File: src/rtl/epflush_pkg.sv
package epflush_pkg;

  localparam logic [1:0] ADDR_REQ    = 2'd0;
  localparam logic [1:0] ADDR_STATUS = 2'd1;

  // Per-endpoint strobes from control to datapath
  typedef struct packed {
    logic done;       // request handled this cycle, drop it
    logic clrStatus;  // flush accepted, clear primed bit
    logic markBusy;   // packet in flight, remember refusal
  } epStrobe_t;

endpackage

File: src/rtl/ep_flush_ctrl.sv
module ep_flush_ctrl
  import epflush_pkg::*;
#(
  parameter int NUM_EP = 4,
  localparam int W = 2 * NUM_EP
) (
  input  logic                  clk,
  input  logic                  rstN,
  input  logic [W-1:0]          pending,
  input  logic [W-1:0]          sawBusy,
  input  logic [W-1:0]          inFlight,
  output epStrobe_t [W-1:0]     strobes
);

  // One identical decision slice per endpoint bit
  for (genvar i = 0; i < W; i++) begin : g_ep
    always_comb begin
      strobes[i].markBusy  = pending[i] & inFlight[i];
      strobes[i].done      = pending[i] & ~inFlight[i];
      strobes[i].clrStatus = pending[i] & ~inFlight[i] & ~sawBusy[i];
    end
  end

  // Input assumption: the packet engine targets at most one endpoint
  p_inflight_onehot_r3: assert property (@(posedge clk) disable iff (!rstN)
    $onehot0(inFlight));

endmodule

File: src/rtl/ep_flush_dp.sv
module ep_flush_dp
  import epflush_pkg::*;
#(
  parameter int NUM_EP = 4,
  localparam int W = 2 * NUM_EP
) (
  input  logic                  clk,
  input  logic                  rstN,
  input  logic                  busSel,
  input  logic                  busWrite,
  input  logic [1:0]            busAddr,
  input  logic [W-1:0]          busWdata,
  output logic [W-1:0]          busRdata,
  input  logic [W-1:0]          primeSet,
  input  logic [W-1:0]          inFlight,
  input  logic                  busReset,
  input  epStrobe_t [W-1:0]     strobes,
  output logic [W-1:0]          pending,
  output logic [W-1:0]          sawBusy,
  output logic [W-1:0]          status
);

  logic [W-1:0] setMask, doneV, clrV, busyV;
  logic [W-1:0] pendingNext, sawBusyNext, statusNext;

  for (genvar i = 0; i < W; i++) begin : g_unpack
    assign doneV[i] = strobes[i].done;
    assign clrV[i]  = strobes[i].clrStatus;
    assign busyV[i] = strobes[i].markBusy;
  end

  always_comb begin
    setMask = '0;
    if (busSel && busWrite && busAddr == ADDR_REQ) setMask = busWdata;
  end

  always_comb begin
    if (busReset) begin
      pendingNext = '0;
      sawBusyNext = '0;
      statusNext  = '0;
    end else begin
      pendingNext = (pending & ~doneV) | setMask;
      sawBusyNext = (sawBusy | busyV) & ~doneV;
      statusNext  = (status & ~clrV) | primeSet;
    end
  end

  always_ff @(posedge clk or negedge rstN) begin
    if (!rstN) begin
      pending <= '0;
      sawBusy <= '0;
      status  <= '0;
    end else begin
      pending <= pendingNext;
      sawBusy <= sawBusyNext;
      status  <= statusNext;
    end
  end

  always_comb begin
    busRdata = '0;
    if (busSel && !busWrite) begin
      case (busAddr)
        ADDR_REQ:    busRdata = pending;
        ADDR_STATUS: busRdata = status;
        default:     busRdata = '0;
      endcase
    end
  end

  // no request bit appears without a written one
  p_no_spurious_req_r1: assert property (@(posedge clk) disable iff (!rstN)
    1'b1 |=> ((pending & ~$past(pending) & ~$past(setMask)) == '0));

  // a primed bit never drops for an endpoint that had a packet in flight
  p_no_clear_inflight_r3: assert property (@(posedge clk) disable iff (!rstN)
    !busReset |=> ((($past(status) & ~status) & $past(inFlight)) == '0));

  // a request without a packet in flight is gone one edge later
  p_req_drops_r2: assert property (@(posedge clk) disable iff (!rstN)
    (!busReset && setMask == '0) |=>
      (pending == ($past(pending) & $past(inFlight))));

  // bus reset empties everything
  p_bus_reset_r8: assert property (@(posedge clk) disable iff (!rstN)
    busReset |=> (pending == '0 && status == '0));

endmodule

File: src/rtl/ep_flush_top.sv
module ep_flush_top
  import epflush_pkg::*;
#(
  parameter int NUM_EP = 4
) (
  input  logic                  clk,
  input  logic                  rstN,
  input  logic                  busSel,
  input  logic                  busWrite,
  input  logic [1:0]            busAddr,
  input  logic [2*NUM_EP-1:0]   busWdata,
  output logic [2*NUM_EP-1:0]   busRdata,
  input  logic [2*NUM_EP-1:0]   primeSet,
  input  logic [2*NUM_EP-1:0]   inFlight,
  input  logic                  busReset,
  output logic [2*NUM_EP-1:0]   epStatus
);

  localparam int W = 2 * NUM_EP;

  epStrobe_t [W-1:0] strobes;
  logic [W-1:0] pending, sawBusy;

  ep_flush_ctrl #(.NUM_EP(NUM_EP)) u_ctrl (
    .clk      (clk),
    .rstN     (rstN),
    .pending  (pending),
    .sawBusy  (sawBusy),
    .inFlight (inFlight),
    .strobes  (strobes)
  );

  ep_flush_dp #(.NUM_EP(NUM_EP)) u_dp (
    .clk      (clk),
    .rstN     (rstN),
    .busSel   (busSel),
    .busWrite (busWrite),
    .busAddr  (busAddr),
    .busWdata (busWdata),
    .busRdata (busRdata),
    .primeSet (primeSet),
    .inFlight (inFlight),
    .busReset (busReset),
    .strobes  (strobes),
    .pending  (pending),
    .sawBusy  (sawBusy),
    .status   (epStatus)
  );

endmodule

File: config.mk
export PLATFORM = sky130hd
export DESIGN_NAME = ep_flush_top
export DESIGN_NICKNAME = d
export VERILOG_FILES = /design/src/rtl/epflush_pkg.sv /design/src/rtl/ep_flush_ctrl.sv /design/src/rtl/ep_flush_dp.sv /design/src/rtl/ep_flush_top.sv
export SDC_FILE = /design/constraint.sdc
export NUM_CORES = 1
export LEC_CHECK = 0
export BUFFER_PORTS_ARGS = -buffer_cell sky130_fd_sc_hd__buf_2
export CORE_MARGIN = 2
export CORE_UTILIZATION = 50
export CTS_BUF_LIST = sky130_fd_sc_hd__clkbuf_8 sky130_fd_sc_hd__clkbuf_16
export CTS_CLUSTER_SIZE = 28
export DETAILED_ROUTE_END_ITERATION = 8
export PLACE_DENSITY = 0.83
export SLEW_MARGIN = 25
export SYNTH_ARGS = -nofsm -noshare
export SYNTH_HDL_FRONTEND = slang
export SYNTH_SLANG_ARGS = --single-unit
File: constraint.sdc
create_clock -name clk -period 1.8 [get_ports clk]
set_clock_uncertainty 0.15 [all_clocks]
set_input_delay 0.36 -clock clk [delete_from_list [all_inputs] [get_ports clk]]
set_output_delay 0.36 -clock clk [all_outputs]
set_load 0.05 [all_outputs]
==> flow_metrics.env <==
export IMPL_dp_hpwl_mm=1.73
export IMPL_numCtsBuffers=3
export IMPL_post_place_ws_ps=-98.7
export IMPL_initialDrtViolationCount=15
export IMPL_initial_core_util=0.524
export IMPL_max_freq_ghz=0.561
export IMPL_hold_class="primary input to flip-flop"
export IMPL_hold_violations=0
export IMPL_first_pass_iters=4
export IMPL_synth_seq_area_share=0.523
export IMPL_path_cells="buf_6 -> or3b_4 -> buf_8 -> nor2_4 -> buf_8"
export IMPL_layout_setup_ws_ps=18.3
export IMPL_ys_seq_elements=24
export IMPL_clkPwrFrac=0.317
export IMPL_cts_buffer_depth=2
export IMPL_setup_viol=0
export IMPL_slew_violations=0
export IMPL_drc=0
export IMPL_vias_per_cell=5.34
export IMPL_routed_wl_mm=2.57
export IMPL_p_int_uw=826
export IMPL_fin_crit_ps=1780
export IMPL_fin_crit_sh=0.990
export IMPL_grt_pass1_vias=950
export IMPL_cp_max_fo=4
export IMPL_layout_nets=193
export IMPL_cap_violations=0
export IMPL_whs_ps=205
export IMPL_die_area_sq_um=2690
export IMPL_core_area_sq_um=2190
export IMPL_synth_area_sq_um=1150
export IMPL_worstSetupEndpointType="output port"
export IMPL_dpl_cell_area_sq_um=1410
export IMPL_track_usage=0.203
export IMPL_cpPeakStageDelay_ps=420
export IMPL_stdcell_area_sq_um=1620
export IMPL_yosysTopAreaCellShare=0.523
export IMPL_p_leak_uw=0.000731
export IMPL_fillers=172
export IMPL_outcome="complete, no violations"
export IMPL_r2r_slack_ps=730
export IMPL_critPathArrivalTime_ps=1270
export IMPL_gp_congestion=0.710
export IMPL_synth_area_per_cell_sq_um=10.2
export IMPL_tightest_slew_ps=522
export IMPL_clock_sinks=24
export IMPL_p_switching_uw=308
export IMPL_grt_antenna_before_repair=0
export IMPL_p_seq_frac=0.501
export IMPL_ios=47
export IMPL_crit_path_frequent_cell="buf_8"
export IMPL_cts_root_buf="clkbuf_8"
export IMPL_num_antenna_cells=0
export IMPL_swShare=0.272
export IMPL_syn_to_final_growth_pct=41.3
export IMPL_placementRows=17
export IMPL_crit_type="primary input to output port"
export IMPL_synthTopCellsByArea="dfrtp_1 52%, nand2b_1 8.7%, mux2i_1 7.0%, nor4b_1 6.1%, nor2_1 5.2%"
export IMPL_grt_first_pass_wirelength_mm=4.02
export IMPL_clk_latency_ps=260
export IMPL_powerDensity_nw_per_um2=700
export IMPL_h_tree_depth=1
export IMPL_drive_gt1_frac=0.398
export IMPL_grt_setup_unrepaired="true"
export IMPL_io_buffers=46
export IMPL_critPathRequiredTime_ps=1290
export IMPL_ys_types=14
export IMPL_grt_ovfl_total=0
export IMPL_synthCells=112
export IMPL_ant_nets=0
export IMPL_combPwrFrac=0.181
export IMPL_grt_max_degree=33
export IMPL_synth_top_area_cell="dfrtp_1"
export IMPL_slowest_stage="or3b_4"
export IMPL_yosys_warnings=0
export IMPL_vias=1009
export IMPL_cts_clk_slew_worst_paths_ps=80
export IMPL_maxSlewHeadroom=0.652
export IMPL_cts_tree="done"
export IMPL_fp_dieH_um=51.9
export IMPL_start_kind="primary input"
export IMPL_power_uw=1130
export IMPL_wl_per_cell_um=13.6
export IMPL_irDropWorstVdd_mv=0.484
export IMPL_synth_nets=143
export IMPL_die_w_um=51.9
==> metrics by stage <==
step                      utilization  cells  TNS, ps
after floorplan                     -    112     -472
after global placement          0.645    183     -608
after detailed placement        0.645    183     -702
after CTS                       0.702    188    -3.50
after global routing            0.740    189    -26.7
final                           0.740    189        0
==> worst max-delay path: cells and delay by family <==
kind / cells / cell delay (ps)
AND/OR/NAND/NOR: 2 / 510
buffers and inverters: 3 / 400
==> synth_stat cells (all sizes together) <==
cell type   n
dfrtp      24
nand2b     16
nor2       16
a21oi       8
mux2i       8
nand2       8
nor3        8
nor4b       8
o22ai       8
buf         6
nand4bb     1
or3b        1
==> power by group through the flow <==
stage | clock network, uW | registers [uW] | logic (uW)
final | 360 | 569 | 206
after global placement | 0 | 577 | 181
after CTS | 370 | 568 | 192
after floorplan | 0 | 621 | 70.1
after global routing | 393 | 571 | 222
after detailed placement | 0 | 579 | 184
==> cells by family after synthesis <==
family,share of synthesized area
mux,0.0698
compound gates,0.0905
flops,0.523
buf+inv,0.0371
simple gates,0.279
==> final cells by class <==
type	instances	area (sq um)	share of cell area
Sequential cell	24	601	0.370
Multi-Input combinational cell	82	567	0.350
Timing Repair Buffer	51	364	0.225
Clock buffer	4	55.1	0.0340
Tap cell	28	35.0	0.0216
==> final timing paths <==
check / end / startpoint / cells past startpoint
worst min-delay path: u_dp.pending[0]$_DFF_PN0_ / busWdata[0] / 3
worst max register to register: u_dp.status[7]$_DFF_PN0_ / u_dp.sawBusy[7]$_DFF_PN0_ / 2
worst max-delay path: busRdata[7] / busWrite / 5
min in group asynchronous: u_dp.pending[0]$_DFF_PN0_ / rstN / 2
max in group asynchronous: u_dp.pending[1]$_DFF_PN0_ / rstN / 2
worst min register to register: u_dp.sawBusy[0]$_DFF_PN0_ / u_dp.sawBusy[0]$_DFF_PN0_ / 2
==> placed cells by master (no fill, tap or decap), drive strengths merged <==
master,synthesis,routed
nor2,16,16
or3b,1,1
dlygate4sd3,0,1
nand2,8,8
a21oi,8,8
nand2b,16,16
nor4b,8,8
mux2i,8,8
buf,6,50
o22ai,8,8
nor3,8,8
dfrtp,24,24
clkbuf,0,4
nand4bb,1,1
==> what timing repair did <==
action                                  in CTS  in global routing
pin swaps                                    0                  9
resized for setup                           19                 17
buffers inserted                             0                  1
endpoints found under the setup margin       8                  8
hold buffers                                 1                  0
endpoints found under the hold margin       24                  0
==> registers in the layout, summed over array words and instances, names as in the netlist <==
| name | flops |
|---|---|
| u_dp.sawBusy | 8 |
| u_dp.status | 8 |
| u_dp.pending | 8 |
==> per-layer routing <==
layer  vias up  GRT usage  routed length, um
met3         0     0.0345                138
met5         -          0                  0
met4         0     0.0658                  0
met1       477      0.279               1130
met2        36      0.327               1300
li1        496          -                  -
Power figures use the tool's default switching activity.
